[config.mk]
export PLATFORM = sky130hd
export DESIGN_NAME = vf_cmd_status_reg
export DESIGN_NICKNAME = d
export VERILOG_FILES = /design/src/rtl/vf_csr_pkg.sv /design/src/rtl/vf_csr_cmd.sv /design/src/rtl/vf_csr_event_map.sv /design/src/rtl/vf_csr_sticky.sv /design/src/rtl/vf_csr_rdport.sv /design/src/rtl/vf_cmd_status_reg.sv
export SDC_FILE = /design/constraint.sdc
export NUM_CORES = 1
export LEC_CHECK = 0
export CAP_MARGIN = 15
export CORE_ASPECT_RATIO = 0.6
export CORE_MARGIN = 10
export CORE_UTILIZATION = 30
export CTS_CLUSTER_SIZE = 12
export DETAILED_ROUTE_END_ITERATION = 8
export GPL_TIMING_DRIVEN = 1
export HOLD_SLACK_MARGIN = 0.15
export MAX_ROUTING_LAYER = met4
export PLACE_DENSITY = 0.83
export SYNTH_ARGS = -nofsm -noshare
export SYNTH_HDL_FRONTEND = slang
export SYNTH_SLANG_ARGS = --single-unit
[constraint.sdc]
create_clock -name clk -period 1.8 [get_ports clk]
set_input_delay 0.36 -clock clk [delete_from_list [all_inputs] [get_ports clk]]
set_output_delay 0.36 -clock clk [all_outputs]
set_load 0.01 [all_outputs]
[src/rtl/vf_csr_pkg.sv]
// Package: shared bit positions and event bundle for the virtual-function
// command/status register. Assumes a 32-bit register word.
package vf_csr_pkg;

    localparam int unsigned NUM_STICKY = 6;
    localparam int unsigned BME_POS    = 2;
    localparam int unsigned CAPL_POS   = 20;

    // Status flag index -> bit position in the register word.
    // 0 data parity, 1 abort sent, 2 abort received, 3 unsupported received,
    // 4 system error signalled, 5 parity detected
    localparam int unsigned STICKY_POS [NUM_STICKY] = '{24, 27, 28, 29, 30, 31};

    // Raw event pulses from the transaction layer
    typedef struct packed {
        logic poison_cpl_rx;
        logic poison_wr_tx;
        logic ca_cpl_tx;
        logic ca_cpl_rx;
        logic ur_cpl_rx;
        logic err_msg_tx;
        logic poison_tlp_rx;
    } vf_evt_t;

endpackage

[src/rtl/vf_csr_cmd.sv]
// Module: bus-master enable command bit.
// Assumes synchronous active-low resets; the power-on and the function-level
// reset both clear the bit, and either reset wins over a write.
module vf_csr_cmd (
    input  logic clk,
    input  logic por_rst_n,
    input  logic flr_rst_n,
    input  logic wr_byte0,
    input  logic wr_bit,
    output logic bme_q
);

    // Register the bus-master enable.
    always_ff @(posedge clk) begin
        if (!por_rst_n || !flr_rst_n) begin
            bme_q <= 1'b0;
        end else if (wr_byte0) begin
            bme_q <= wr_bit;
        end
    end

    // a function-level reset leaves bus-master enable at 0
    assert_flr_clears_bme_R11: assert property (@(posedge clk) disable iff (!por_rst_n)
        !flr_rst_n |=> !bme_q);

    // a write with the low byte enabled takes effect
    assert_bme_write_R2: assert property (@(posedge clk) disable iff (!por_rst_n)
        (flr_rst_n && wr_byte0) |=> (bme_q == $past(wr_bit)));

endmodule

[src/rtl/vf_csr_event_map.sv]
// Module: qualifies raw transaction-layer events with the physical
// function's enables and maps them to status flag set requests.
// Assumes events are single-cycle pulses; the output is purely combinational.
module vf_csr_event_map
    import vf_csr_pkg::*;
(
    input  vf_evt_t                 evt,
    input  logic                    parity_resp_en,
    input  logic                    serr_en,
    output logic [NUM_STICKY-1:0]   set_req
);

    // Combine events into per-flag set requests.
    always_comb begin
        set_req    = '0;
        set_req[0] = parity_resp_en && (evt.poison_cpl_rx || evt.poison_wr_tx);
        set_req[1] = evt.ca_cpl_tx;
        set_req[2] = evt.ca_cpl_rx;
        set_req[3] = evt.ur_cpl_rx;
        set_req[4] = serr_en && evt.err_msg_tx;
        set_req[5] = evt.poison_tlp_rx;
    end

endmodule

[src/rtl/vf_csr_sticky.sv]
// Module: an array of sticky, write-one-to-clear status flags.
// Assumes a synchronous active-low power-on reset is the only reset that
// clears the flags; a set request wins over a clear in the same cycle.
module vf_csr_sticky #(
    parameter int unsigned N = 6
) (
    input  logic         clk,
    input  logic         por_rst_n,
    input  logic [N-1:0] set_req,
    input  logic [N-1:0] clr_req,
    output logic [N-1:0] flag_q
);

    for (genvar i = 0; i < N; i++) begin : g_flag
        // Hold one sticky flag.
        always_ff @(posedge clk) begin
            if (!por_rst_n) begin
                flag_q[i] <= 1'b0;
            end else if (set_req[i]) begin
                flag_q[i] <= 1'b1;
            end else if (clr_req[i]) begin
                flag_q[i] <= 1'b0;
            end
        end

        // a set request wins, even with a clear in the same cycle
        assert_set_wins_R10: assert property (@(posedge clk) disable iff (!por_rst_n)
            set_req[i] |=> flag_q[i]);

        // a set flag holds without a clear
        assert_sticky_hold_R9: assert property (@(posedge clk) disable iff (!por_rst_n)
            (flag_q[i] && !clr_req[i]) |=> flag_q[i]);

        // a lone clear drops the flag
        assert_w1c_clears_R9: assert property (@(posedge clk) disable iff (!por_rst_n)
            (clr_req[i] && !set_req[i]) |=> !flag_q[i]);
    end

endmodule

[src/rtl/vf_csr_rdport.sv]
// Module: registered read port; captures the assembled register image
// on a read request and presents it one cycle later with a valid flag.
// Assumes synchronous active-low power-on reset.
module vf_csr_rdport #(
    parameter int unsigned DATA_W = 32
) (
    input  logic              clk,
    input  logic              por_rst_n,
    input  logic              rd_en,
    input  logic [DATA_W-1:0] image,
    output logic [DATA_W-1:0] rdata,
    output logic              rd_valid
);

    localparam logic [DATA_W-1:0] LIVE_MASK = DATA_W'(32'hF910_0004);

    // Capture read data and raise valid for one cycle.
    always_ff @(posedge clk) begin
        if (!por_rst_n) begin
            rdata    <= '0;
            rd_valid <= 1'b0;
        end else begin
            rd_valid <= rd_en;
            if (rd_en) begin
                rdata <= image;
            end
        end
    end

    // valid follows a request by exactly one cycle
    assert_rd_latency_R12: assert property (@(posedge clk) disable iff (!por_rst_n)
        rd_en |=> rd_valid);

    // returned words have the capability flag set and reserved bits clear
    assert_const_bits_R3: assert property (@(posedge clk) disable iff (!por_rst_n)
        rd_valid |-> (rdata[20] && ((rdata & ~LIVE_MASK) == '0)));

endmodule

[src/rtl/vf_cmd_status_reg.sv]
// Module: command/status register of one virtual function.
// Decodes management writes per byte, routes event pulses into sticky
// status flags, holds bus-master enable and assembles the read image.
// Assumes a single-register address space, so no address decoding.
module vf_cmd_status_reg
    import vf_csr_pkg::*;
#(
    parameter int unsigned DATA_W = 32
) (
    input  logic              clk,
    input  logic              por_rst_n,
    input  logic              flr_rst_n,
    input  logic              mgmt_wr_en,
    input  logic              mgmt_rd_en,
    input  logic [DATA_W-1:0] mgmt_wdata,
    input  logic [DATA_W/8-1:0] mgmt_be,
    output logic [DATA_W-1:0] mgmt_rdata,
    output logic              mgmt_rd_valid,
    input  logic              pf_parity_resp_en,
    input  logic              pf_serr_en,
    input  logic              ev_poison_cpl_rx,
    input  logic              ev_poison_wr_tx,
    input  logic              ev_ca_cpl_tx,
    input  logic              ev_ca_cpl_rx,
    input  logic              ev_ur_cpl_rx,
    input  logic              ev_err_msg_tx,
    input  logic              ev_poison_tlp_rx
);

    localparam int unsigned BE_W = DATA_W / 8;

    vf_evt_t               evt;
    logic [NUM_STICKY-1:0] set_req;
    logic [NUM_STICKY-1:0] clr_req;
    logic [NUM_STICKY-1:0] flag_q;
    logic                  bme_q;
    logic [DATA_W-1:0]     image;
    logic                  unused_wdata;

    assign unused_wdata = ^{mgmt_wdata, mgmt_be[BE_W-1:0]};

    // Bundle the event pulses.
    always_comb begin
        evt.poison_cpl_rx = ev_poison_cpl_rx;
        evt.poison_wr_tx  = ev_poison_wr_tx;
        evt.ca_cpl_tx     = ev_ca_cpl_tx;
        evt.ca_cpl_rx     = ev_ca_cpl_rx;
        evt.ur_cpl_rx     = ev_ur_cpl_rx;
        evt.err_msg_tx    = ev_err_msg_tx;
        evt.poison_tlp_rx = ev_poison_tlp_rx;
    end

    // Per-flag clear decode: write strobe, owning byte enable, data bit.
    for (genvar i = 0; i < NUM_STICKY; i++) begin : g_clr
        assign clr_req[i] = mgmt_wr_en && mgmt_be[STICKY_POS[i] / 8]
                            && mgmt_wdata[STICKY_POS[i]];
    end

    vf_csr_event_map u_evmap (
        .evt            (evt),
        .parity_resp_en (pf_parity_resp_en),
        .serr_en        (pf_serr_en),
        .set_req        (set_req)
    );

    vf_csr_sticky #(.N(NUM_STICKY)) u_sticky (
        .clk       (clk),
        .por_rst_n (por_rst_n),
        .set_req   (set_req),
        .clr_req   (clr_req),
        .flag_q    (flag_q)
    );

    vf_csr_cmd u_cmd (
        .clk       (clk),
        .por_rst_n (por_rst_n),
        .flr_rst_n (flr_rst_n),
        .wr_byte0  (mgmt_wr_en && mgmt_be[BME_POS / 8]),
        .wr_bit    (mgmt_wdata[BME_POS]),
        .bme_q     (bme_q)
    );

    // Assemble the read image from live state and constants.
    always_comb begin
        image           = '0;
        image[CAPL_POS] = 1'b1;
        image[BME_POS]  = bme_q;
        for (int i = 0; i < NUM_STICKY; i++) begin
            image[STICKY_POS[i]] = flag_q[i];
        end
    end

    vf_csr_rdport #(.DATA_W(DATA_W)) u_rd (
        .clk       (clk),
        .por_rst_n (por_rst_n),
        .rd_en     (mgmt_rd_en),
        .image     (image),
        .rdata     (mgmt_rdata),
        .rd_valid  (mgmt_rd_valid)
    );

    // data parity flag cannot rise while parity response is off
    assert_parity_gate_R5: assert property (@(posedge clk) disable iff (!por_rst_n)
        (!pf_parity_resp_en && !flag_q[0]) |=> !flag_q[0]);

    // system error flag cannot rise while SERR enable is off
    assert_serr_gate_R7: assert property (@(posedge clk) disable iff (!por_rst_n)
        (!pf_serr_en && !flag_q[4]) |=> !flag_q[4]);

    // a poisoned TLP always sets the detected flag
    assert_detect_ungated_R8: assert property (@(posedge clk) disable iff (!por_rst_n)
        ev_poison_tlp_rx |=> flag_q[5]);

    // a function-level reset keeps status flags unless explicitly cleared
    assert_flr_keeps_flags_R11: assert property (@(posedge clk) disable iff (!por_rst_n)
        (!flr_rst_n && !mgmt_wr_en) |=> (flag_q == ($past(flag_q) | $past(set_req))));

endmodule

; ---- After elaboration in Yosys (flattened, before gate mapping)
; Cells that the tools add are included.
; Widths: inputs -> output; s select.
[totals]
ff_bits = 16
inputBits = 50
out_inout_bits = 33
elab_cells = 41
[classes]
mux = 12
n_reduce_logical = 20
[op_table]
columns = cell, n
row1 = $mux 1, 12
row2 = $reduce_bool 2->1, 6
row3 = $logic_and 1x1->1, 10
row4 = $logic_not 1->1, 2
row5 = $logic_or 1x1->1, 2

; ---- Depth between registers and ports, before layout
; Gate-level depths: netlist of run 1.
[depth]
depth_word = 4
ltp_mapped = 3
ltp_nobuf = 2

; ---- Hierarchy
; From an unflattened synthesis of run 1, not the netlist that was laid out.
[hier_totals]
cells_unflattened = 142
hier_area_um2 = 1651.6
[by_module_without_submodules]
columns = mod, n_inst, cells_each, area_per_inst_um2, seq_area_each_um2
row1 = vf_csr_rdport, 1, 105, 1270.0, 660.6
row2 = vf_csr_sticky, 1, 18, 247.7, 120.1
row3 = vf_cmd_status_reg, 1, 9, 52.6, 0.0
row4 = vf_csr_event_map, 1, 6, 43.8, 0.0
row5 = vf_csr_cmd, 1, 4, 37.5, 20.0

; ---- Least setup slack after synthesis of run 1
; OpenSTA, ideal clock, no wires.
[synth_path]
path_kind = input-to-reg
from = in pf_serr_en
to = reg u_sticky.flag_q[4]
setup_time_ns = 0.120
arrival_time_ns = 0.762
required_time_ns = 1.680
setup_slack_ns = 0.918
stages = 2
path_buffers = 0
path_cell_list = and2_1 -> o31a_1
[synth_between]
elab_chain_len = 2
elab_cells_between_ends = 3
classes_between = 1 x mux / 2 x reduce/logical
[synth_rtl]
columns = element, line
row1 = "start, declared", vf_cmd_status_reg.sv:20  ; input logic pf_serr_en,
row2 = $logic_and 1x1->1 *, vf_csr_event_map.sv:20  ; set_req[4] = serr_en && evt.err_msg_tx;
row3 = $mux 1 or $reduce_bool 2->1 (tied branches), -
row4 = "end signal, assigned by index", vf_csr_sticky.sv:18  ; flag_q[i] <= 1'b0;
row5 = "end signal, assigned by index", vf_csr_sticky.sv:20  ; flag_q[i] <= 1'b1;
row6 = "end signal, assigned by index", vf_csr_sticky.sv:22  ; flag_q[i] <= 1'b0;
row7 = "end, declared", vf_csr_sticky.sv:11  ; output logic [N-1:0] flag_q
; Every way passes the cells marked *; elsewhere a longest branch is shown, timed or not.
; A chain may end at the register's enable or synchronous reset.

; ---- Final worst setup path of run 1
[layout_path]
from = reg u_rd.rdata[30]
to = out mgmt_rdata[30]
[layout_rtl]
columns = element, line
row1 = "start, declared", vf_csr_rdport.sv:11  ; output logic [DATA_W-1:0] rdata,
row2 = "start signal, assigned", vf_csr_rdport.sv:25  ; rdata <= image;
row3 = "end, declared", vf_cmd_status_reg.sv:17  ; output logic [DATA_W-1:0] mgmt_rdata,
; No word-level cell between the ends.

==> flow_metrics.env, run 1 <==
export IMPL_endpoint_kind="primary output"
export IMPL_detailedRoute_firstPassIterationCount=4
export IMPL_buf_inv_on_cp=1
export IMPL_worst_clock_skew_ps=0.0681
export IMPL_place_ws_ps=187
export IMPL_site_row_count=14
export IMPL_synth_top_cell_by_area="dfxtp_1"
export IMPL_cell_area_after_technology_mapping_um2=805
export IMPL_final_layout_size_suffix_gt1_share_pct=6.90
export IMPL_slowest_stage="clkdlybuf4s50_1"
export IMPL_power_density_nw_per_um2=723
export IMPL_arrival_ps=1120
export IMPL_stdcell_count=148
export IMPL_synth_sequential_area_ratio_pct=39.8
export IMPL_worst_voltage_drop_across_the_vdd_grid_uv=413
export IMPL_critical_path_cell_chain="clkdlybuf4s50_1"
export IMPL_postCtsSetupRepairBufs=0
export IMPL_synthTopCellsByCount="buf_4, dfxtp_1, nor2b_1"
export IMPL_grt_overflow_total=0
export IMPL_hold_path_class="reg -> reg"
export IMPL_power_mw=0.787
export IMPL_start_util_pct=31.7
export IMPL_synth_edff_count=0
export IMPL_insertion_delay_ps=240
export IMPL_grt_first_pass_wirelength_mm=3.13
export IMPL_total_negative_setup_slack_ps=0
export IMPL_cp_slowest_stage_delay_ps=550
export IMPL_path_delay_family="buffers and inverters"
export IMPL_gp_routability_congestion=0.740
export IMPL_areaGrowthSynthToFinish_pct=35.1
export IMPL_antenna_left=0
export IMPL_final_net_count=168
export IMPL_switching_power_mw=0.180
export IMPL_post_cts_resized_instances=0
export IMPL_setup_violators_final=0
export IMPL_period_minus_ws_final_ps=1480
export IMPL_synthesis_yosys_warnings=0
export IMPL_post_cts_hold_buffer_count=0
export IMPL_grt_max_degree=18
export IMPL_slew_viol_final=0
export IMPL_synth_lib_cells_used_distinct=21
export IMPL_maxClockFrequency_mhz=674
export IMPL_cts_tree="built"
export IMPL_post_synthesis_async_set_or_reset_flop_share_pct=0
export IMPL_post_drt_wl_per_cell_um=12.8
export IMPL_rsz0062_at_grt="no"
export IMPL_power_clock_fraction_pct=32.0
export IMPL_crit_path_max_fanout=2
export IMPL_drv_max_cap_violation_count=0
export IMPL_htreeDepth=1
export IMPL_route_final_wire_length_mm=1.89
export IMPL_min_period_over_period_pct=82.4
export IMPL_max_slew_margin_pct=66.5
export IMPL_post_synth_cell_area_avg_um2=9.58
export IMPL_worst_setup_path_start_kind="flip-flop"
export IMPL_vias=585
export IMPL_dominantRegCellSynth="dfxtp_1"
export IMPL_setup_ws_ps=316
export IMPL_cts_num_sinks=16
export IMPL_cts_path_max_buffers=2
export IMPL_via_per_inst=3.95
export IMPL_first_global_vias=651
export IMPL_clkTransAtPathRegs_ps=60
export IMPL_critical_setup_path_class="reg -> out"
export IMPL_cellInternalPower_mw=0.606
export IMPL_filler_cell_count=251
export IMPL_io_pins=83
export IMPL_leakage_nw=0.473
export IMPL_ys_seq_elements=16
export IMPL_antenna_found_initial=0
export IMPL_p_sw_share_pct=22.9
export IMPL_cts_buffers=3
export IMPL_timing_hold_ws_ps=452
export IMPL_remaining_drc_errors=0
export IMPL_buffer_ports_inserted=31
export IMPL_timing_critical_path_required_ps=1440
export IMPL_groute_usage_overall_pct=7.66
export IMPL_sequential_group_share_of_total_power_pct=49.1
export IMPL_run_status="finished clean"
export IMPL_fp_dieW_um=86.9
export IMPL_core_region_area_um2=2540
export IMPL_floorplan_die_height_um=60.1
export IMPL_die_area_um2=5220
export IMPL_yosysMostFrequentCell="buf_4"
export IMPL_antenna_cells=0
export IMPL_netlist_area_leader_share_pct=39.8
export IMPL_synth_area_top_cells="dfxtp_1, buf_4, mux2i_1, nor2b_1, a31oi_1"
export IMPL_combinationalPowerShare_pct=18.9
export IMPL_postSynthCellCount=84
export IMPL_cts_root_buffer_cell="clkbuf_8"
export IMPL_worst_slew_pin_slew_ps=502
export IMPL_dp_hpwl_mm=1.66
export IMPL_dp_cells=145
export IMPL_hold_viol=0
export IMPL_detailedRoute_firstIterationViolations=13
logic make-up after synthesis:
logic type | count (synthesis) | share of synthesized area (%)
AO/OA/AOI/OAI | 15 | 12.9
multiplexers | 7 | 8.71
buffers and inverters | 30 | 27.1
flip-flops | 16 | 39.8
AND/OR/NAND/NOR | 15 | 11.0
other | 1 | 0.466
cell type report:
type                            count  area, um^2  share of cell area [%]
Multi-Input combinational cell     61         353                    32.5
Sequential cell                    16         320                    29.5
Timing Repair Buffer               32         318                    29.2
Tap cell                           32        40.0                    3.68
Inverter                            4        15.0                    1.38
Clock buffer                        3        41.3                    3.80
path summary, 6_finish.rpt:
kind                                        start                         endpoint  slack [ps]  cells after the start
setup / recovery      u_rd.rdata[30]$_SDFFE_PN0P_                   mgmt_rdata[30]         320                      1
hold / removal        u_rd.rdata[20]$_SDFFE_PN0P_      u_rd.rdata[20]$_SDFFE_PN0P_         450                      1
setup reg to reg  u_sticky.flag_q[4]$_SDFFE_PN0P_  u_sticky.flag_q[4]$_SDFFE_PN0P_         980                      2
hold reg to reg       u_rd.rdata[20]$_SDFFE_PN0P_      u_rd.rdata[20]$_SDFFE_PN0P_         450                      1
layer usage:
layer  routed length, um  global-route usage [%]  part of all wire, %  vias up
met5                   0                       -                    0        -
met4                   0                       0                    0        0
met3                 198                    5.43                   10        0
met2                1040                    13.9                   55       20
met1                 657                    6.85                   35      271
li1                    -                       -                    -      294
cell usage in the layout (no fill, tap or decap), drive strengths merged:
master         count
clkdlybuf4s50     31
conb              24
dfxtp             16
nor2b              8
mux2i              7
o21ai              5
inv                4
a31oi              4
clkbuf             3
and2               3
nand2              2
and3               1
o211ai             1
nand3              1
a21bo              1
a21oi              1
o21a               1
a21boi             1
o31a               1
buf                1
registers in the layout, indices dropped and copies added (netlist names):
register	count
u_rd.rd_valid	1
u_cmd.bme_q	1
u_sticky.flag_q	6
u_rd.rdata	8
power by group through the flow:
| stage | registers [mW] | clock network (mW) | logic, mW |
|---|---|---|---|
| finish | 0.386 | 0.252 | 0.148 |
| global route | 0.390 | 0.280 | 0.165 |
| CTS | 0.387 | 0.265 | 0.148 |
| detailed placement | 0.394 | 0 | 0.148 |
| global placement | 0.393 | 0 | 0.145 |
| floorplan | 0.397 | 0 | 0.105 |
through the flow:
stage	util (%)	area, um^2
2_1_floorplan	-	891
3_5_place_dp	41.2	1050
3_3_place_gp	41.2	1050
6_report	42.8	1090
4_1_cts	42.8	1090
5_1_grt	42.8	1090
No activity file was read; power rests on OpenSTA's default activity.
==> run 2: changes to the inputs <==
--- a/config.mk
+++ b/config.mk
@@ -8,13 +8,13 @@
 export CAP_MARGIN = 15
 export CORE_ASPECT_RATIO = 0.6
 export CORE_MARGIN = 10
-export CORE_UTILIZATION = 30
+export CORE_UTILIZATION = 26
 export CTS_CLUSTER_SIZE = 12
 export DETAILED_ROUTE_END_ITERATION = 8
 export GPL_TIMING_DRIVEN = 1
 export HOLD_SLACK_MARGIN = 0.15
 export MAX_ROUTING_LAYER = met4
-export PLACE_DENSITY = 0.83
+export PLACE_DENSITY = 0.77
 export SYNTH_ARGS = -nofsm -noshare
 export SYNTH_HDL_FRONTEND = slang
 export SYNTH_SLANG_ARGS = --single-unit
==> constraint.sdc (replaced) <==
create_clock -name clk -period 1.2 [get_ports clk]
set_input_delay 0.24 -clock clk [delete_from_list [all_inputs] [get_ports clk]]
set_output_delay 0.24 -clock clk [all_outputs]
set_load 0.01 [all_outputs]
==> flow_metrics.env, run 2 (same netlist as run 1, synthesis figures left out) <==
export IMPL_run_status="finished clean"
export IMPL_cts_buffers=3
export IMPL_antenna_cells=0
export IMPL_drv_max_cap_violation_count=0
export IMPL_buffer_ports_inserted=31
export IMPL_remaining_drc_errors=0
export IMPL_buf_inv_on_cp=1
export IMPL_hold_path_class="reg -> reg"
export IMPL_start_util_pct=27.7
export IMPL_vias=589
export IMPL_mostFrequentLayoutCells="conb_1, clkdlybuf4s50_1, dfxtp_1"
export IMPL_post_drt_wl_per_cell_um=12.6
export IMPL_grt_max_degree=11
export IMPL_holdPathEnd="u_rd.rdata[20]$_SDFFE_PN0P_"
export IMPL_grt_first_pass_wirelength_mm=3.34
export IMPL_multi_input_gate_area_in_the_final_layout_um2=353
export IMPL_io_pins=83
export IMPL_post_route_cell_area_um2=1130
export IMPL_timing_critical_path_required_ps=960
export IMPL_cts_root_buffer_cell="clkbuf_8"
export IMPL_rr_startpoint="u_sticky.flag_q[4]$_SDFFE_PN0P_"
export IMPL_cts_tree="built"
export IMPL_critical_path_cell_chain="dlygate4sd2_1"
export IMPL_most_common_library_cell_in_the_layout_ignoring_fill_and_taps="conb_1"
export IMPL_cts_num_sinks=16
export IMPL_insertion_delay_ps=240
export IMPL_area_sequential_um2=320
export IMPL_core_region_area_um2=2910
export IMPL_htreeDepth=1
export IMPL_areaGrowthSynthToFinish_pct=40.4
export IMPL_filler_cell_count=296
export IMPL_endpoint_kind="primary output"
export IMPL_maxClockFrequency_mhz=908
export IMPL_r2r_cells=2
export IMPL_setup_violators_final=0
export IMPL_regs_by_ff_count="u_rd.rdata (8), u_sticky.flag_q (6)"
export IMPL_min_period_over_period_pct=91.8
export IMPL_antenna_left=0
export IMPL_rsz0062_at_grt="no"
export IMPL_cp_slowest_stage_delay_ps=340
export IMPL_worst_voltage_drop_across_the_vdd_grid_uv=451
export IMPL_grt_overflow_total=0
export IMPL_worst_r2r_endpoint="u_sticky.flag_q[4]$_SDFFE_PN0P_"
export IMPL_cts_path_max_buffers=2
export IMPL_hold_start="u_rd.rdata[20]$_SDFFE_PN0P_"
export IMPL_die_area_um2=5790
export IMPL_place_ws_ps=-80.9
export IMPL_final_layout_size_suffix_gt1_share_pct=9.24
export IMPL_first_global_vias=674
export IMPL_critical_setup_path_class="reg -> out"
export IMPL_period_minus_ws_final_ps=1100
export IMPL_post_cts_hold_buffer_count=0
export IMPL_largest_register_ff_count=8
export IMPL_fp_dieW_um=91.8
export IMPL_timing_hold_ws_ps=458
export IMPL_clkTransAtPathRegs_ps=60
export IMPL_detailedRoute_firstIterationViolations=6
export IMPL_total_negative_setup_slack_ps=0
export IMPL_antenna_found_initial=0
export IMPL_site_row_count=15
export IMPL_setup_ws_ps=98.3
export IMPL_place_area_um2=1090
export IMPL_gp_routability_congestion=0.708
export IMPL_registers_top_by_ff_count="u_rd.rdata"
export IMPL_route_final_wire_length_mm=2.02
export IMPL_dp_hpwl_mm=1.75
export IMPL_power_density_nw_per_um2=1120
export IMPL_arrival_ps=860
export IMPL_slew_viol_final=0
export IMPL_setup_reg_to_reg_worst_slack_ps=390
export IMPL_postCtsSetupRepairBufs=0
export IMPL_worst_clock_skew_ps=6.20
export IMPL_floorplan_die_height_um=63.1
export IMPL_hold_viol=0
export IMPL_slowest_stage="dfxtp_1"
export IMPL_crit_path_max_fanout=2
export IMPL_worst_hold_path_num_cells=1
export IMPL_final_net_count=170
export IMPL_groute_usage_overall_pct=7.39
export IMPL_leakage_nw=0.530
export IMPL_path_delay_family="flip-flops"
export IMPL_finalCoreUtilization_pct=38.8
export IMPL_detailedRoute_firstPassIterationCount=3
export IMPL_worst_setup_path_start_kind="flip-flop"
export IMPL_via_per_inst=3.66
==> run 2: cell count changes in the layout (fill, tap and decap cells not counted) <==
cell,change
dlygate4sd2_1,+9
clkbuf_8,+1
buf_12,+1
clkdlybuf4s50_1,-9
buf_4,+1
==> run 2: where the power goes <==
group          internal, mW  switching [mW]  total, mW
registers             0.564          0.0145      0.578
clock network         0.290           0.172      0.463
logic                 0.122           0.102      0.225
total                 0.976           0.289       1.27
==> run 2: cell type report <==
type	count	area share (%)
clock buffers	4	4.87
multi-input cells	61	31.2
repair buffers	34	29.6
inverters	4	1.33
flip-flops and latches	16	28.4
well taps	42	4.65
==> run 2: layer usage <==
layer  part of all wire, %  vias to the layer above  GRT usage (%)
met5                     0                        -              -
met4                     0                        0              0
met3                   5.7                        0           3.78
met2                    53                       24           13.4
met1                    41                      267           7.45
li1                      -                      298              -
==> run 2: per-stage QoR <==
step,power [mW],std cells
final,1.27,161
after global routing,1.34,161
after CTS,1.29,161
after detailed placement,0.824,157
after global placement,0.817,157
after floorplan,0.752,107
==> run 2: worst max-delay path by stage <==
stage                               startpoint  slack [ps]  cells past startpoint                         endpoint
2_1_floorplan  u_sticky.flag_q[4]$_SDFFE_PN0P_         420                      2  u_sticky.flag_q[4]$_SDFFE_PN0P_
3_5_place_dp                        mgmt_wr_en         -80                      3  u_sticky.flag_q[5]$_SDFFE_PN0P_
6_report           u_rd.rdata[24]$_SDFFE_PN0P_         100                      1                   mgmt_rdata[24]
4_1_cts            u_rd.rdata[24]$_SDFFE_PN0P_          80                      1                   mgmt_rdata[24]
5_1_grt            u_rd.rdata[30]$_SDFFE_PN0P_          40                      1                   mgmt_rdata[30]
3_3_place_gp                        mgmt_wr_en         -60                      3  u_sticky.flag_q[3]$_SDFFE_PN0P_
==> run 2: repair_timing <==
action,CTS,global route
resized for setup,9,0
endpoints found under the setup margin,9,0
hold endpoints to repair,0,0
==> run 3: changes to the inputs <==
--- a/config.mk
+++ b/config.mk
@@ -6,15 +6,14 @@
 export NUM_CORES = 1
 export LEC_CHECK = 0
 export CAP_MARGIN = 15
-export CORE_ASPECT_RATIO = 0.6
 export CORE_MARGIN = 10
-export CORE_UTILIZATION = 26
+export CORE_UTILIZATION = 40
 export CTS_CLUSTER_SIZE = 12
 export DETAILED_ROUTE_END_ITERATION = 8
+export DONT_BUFFER_PORTS = 1
 export GPL_TIMING_DRIVEN = 1
 export HOLD_SLACK_MARGIN = 0.15
 export MAX_ROUTING_LAYER = met4
-export PLACE_DENSITY = 0.77
 export SYNTH_ARGS = -nofsm -noshare
 export SYNTH_HDL_FRONTEND = slang
 export SYNTH_SLANG_ARGS = --single-unit
==> flow_metrics.env, run 3 (same netlist as run 1, synthesis figures left out) <==
export IMPL_clkTransAtPathRegs_ps=90
export IMPL_timing_hold_ws_ps=148
export IMPL_detailedRoute_firstIterationViolations=18
export IMPL_groute_usage_overall_pct=9.37
export IMPL_period_minus_ws_final_ps=1140
export IMPL_drv_max_cap_violation_count=0
export IMPL_rsz0062_at_grt="no"
export IMPL_arrival_ps=1310
export IMPL_crit_path_max_fanout=6
export IMPL_via_per_inst=4.33
export IMPL_grt_first_pass_wirelength_mm=3.04
export IMPL_critical_setup_path_class="in -> reg"
export IMPL_floorplan_die_height_um=64.8
export IMPL_io_pins=83
export IMPL_areaGrowthSynthToFinish_pct=17.9
export IMPL_leakage_nw=0.434
export IMPL_maxClockFrequency_mhz=875
export IMPL_mostFrequentLayoutCells="conb_1, dlygate4sd3_1, dfxtp_1"
export IMPL_gp_routability_congestion=0.657
export IMPL_grt_max_degree=15
export IMPL_cts_buffers=3
export IMPL_registers_top_by_ff_count="u_rd.rdata"
export IMPL_hold_viol=0
export IMPL_remaining_drc_errors=0
export IMPL_core_region_area_um2=1940
export IMPL_cts_tree="built"
export IMPL_total_negative_setup_slack_ps=0
export IMPL_worst_setup_path_start_kind="input pin"
export IMPL_r2r_cells=3
export IMPL_regs_by_ff_count="u_rd.rdata (8), u_sticky.flag_q (6)"
export IMPL_most_common_library_cell_in_the_layout_ignoring_fill_and_taps="conb_1"
export IMPL_htreeDepth=1
export IMPL_post_drt_wl_per_cell_um=15.1
export IMPL_cts_root_buffer_cell="clkbuf_4"
export IMPL_antenna_found_initial=0
export IMPL_site_row_count=16
export IMPL_worst_clock_skew_ps=0.229
export IMPL_antenna_cells=0
export IMPL_min_period_over_period_pct=95.2
export IMPL_grt_overflow_total=0
export IMPL_cts_path_max_buffers=2
export IMPL_die_area_um2=4200
export IMPL_final_net_count=156
export IMPL_cts_num_sinks=16
export IMPL_worst_voltage_drop_across_the_vdd_grid_uv=603
export IMPL_endpoint_kind="flip-flop"
export IMPL_hold_path_class="in -> reg"
export IMPL_timing_critical_path_required_ps=1370
export IMPL_detailedRoute_firstPassIterationCount=4
export IMPL_antenna_left=0
export IMPL_first_global_vias=650
export IMPL_insertion_delay_ps=280
export IMPL_largest_register_ff_count=8
export IMPL_power_density_nw_per_um2=1070
export IMPL_vias=567
export IMPL_start_util_pct=41.4
export IMPL_final_layout_size_suffix_gt1_share_pct=7.69
export IMPL_buffer_ports_inserted=0
export IMPL_slew_viol_final=0
export IMPL_setup_violators_final=0
export IMPL_run_status="finished clean"
export IMPL_route_final_wire_length_mm=1.98
export IMPL_worst_hold_path_num_cells=2
export IMPL_fp_dieW_um=64.8
export IMPL_dp_hpwl_mm=1.36
export IMPL_postCtsSetupRepairBufs=0
-- run 3: cell count changes in the layout (fill, tap and decap cells not counted) --
| cell | change |
|---|---|
| clkdlybuf4s50_1 | -22 |
| dfxtp_2 | +1 |
| clkbuf_4 | +3 |
| dlymetal6s4s_1 | +1 |
| dlygate4sd2_1 | -9 |
| buf_12 | -1 |
| dfxtp_1 | -1 |
| clkbuf_8 | -4 |
| buf_4 | -2 |
| dlygate4sd3_1 | +19 |
-- run 3: repair_timing --
item,CTS,global route
resized for setup,0,2
setup endpoints to repair,0,5
hold buffers,19,2
hold endpoints to repair,16,6
-- run 3: path summary, 6_finish.rpt --
kind	startpoint	to	slack [ps]
max	mgmt_rd_en	u_rd.rdata[29]$_SDFFE_PN0P_	60
min	mgmt_rd_en	u_rd.rdata[30]$_SDFFE_PN0P_	150
min reg2reg	u_rd.rdata[20]$_SDFFE_PN0P_	u_rd.rdata[20]$_SDFFE_PN0P_	520
max reg2reg	u_sticky.flag_q[0]$_SDFFE_PN0P_	u_sticky.flag_q[0]$_SDFFE_PN0P_	100
-- run 3: layout make-up --
type                            count  area, um^2
Timing Repair Buffer               20         203
Sequential cell                    16         322
Inverter                            4        15.0
Fill cell                         200         993
Clock buffer                        3        22.5
Multi-Input combinational cell     61         353
Tap cell                           27        33.8
-- run 3: through the flow --
| step | cell area, um^2 | std cells | util, % | power [mW] | setup slack [ps] |
|---|---|---|---|---|---|
| after floorplan | 891 | 107 | - | 0.752 | 422 |
| after global placement | 722 | 108 | 37.2 | 0.690 | 408 |
| after detailed placement | 722 | 108 | 37.2 | 0.694 | 392 |
| after CTS | 935 | 130 | 48.1 | 1.02 | 22.2 |
| after global routing | 948 | 131 | 48.8 | 1.08 | 39.1 |
| final | 948 | 131 | 48.8 | 1.02 | 57.6 |
-- run 3: report_power, final --
| part | internal [mW] | switching [mW] | leakage [nW] |
|---|---|---|---|
| Sequential | 0.564 | 0.0254 | 0.132 |
| Clock | 0.116 | 0.151 | 0.0138 |
| Combinational | 0.0805 | 0.0816 | 0.288 |
-- run 3: metal layers --
| layer | share of wire, % | vias to the layer above | global-route usage, % |
|---|---|---|---|
| li1 | - | 270 | - |
| met1 | 35 | 259 | 8.57 |
| met2 | 52 | 36 | 15.6 |
| met3 | 12 | 2 | 6.53 |
| met4 | 0.71 | 0 | 2.41 |
| met5 | 0 | - | - |
-- run 3: worst max-delay path, stage by stage --
cell and delay [ps]:
dlygate4sd3_1 760, mux2i_1 250, nor2b_1 60
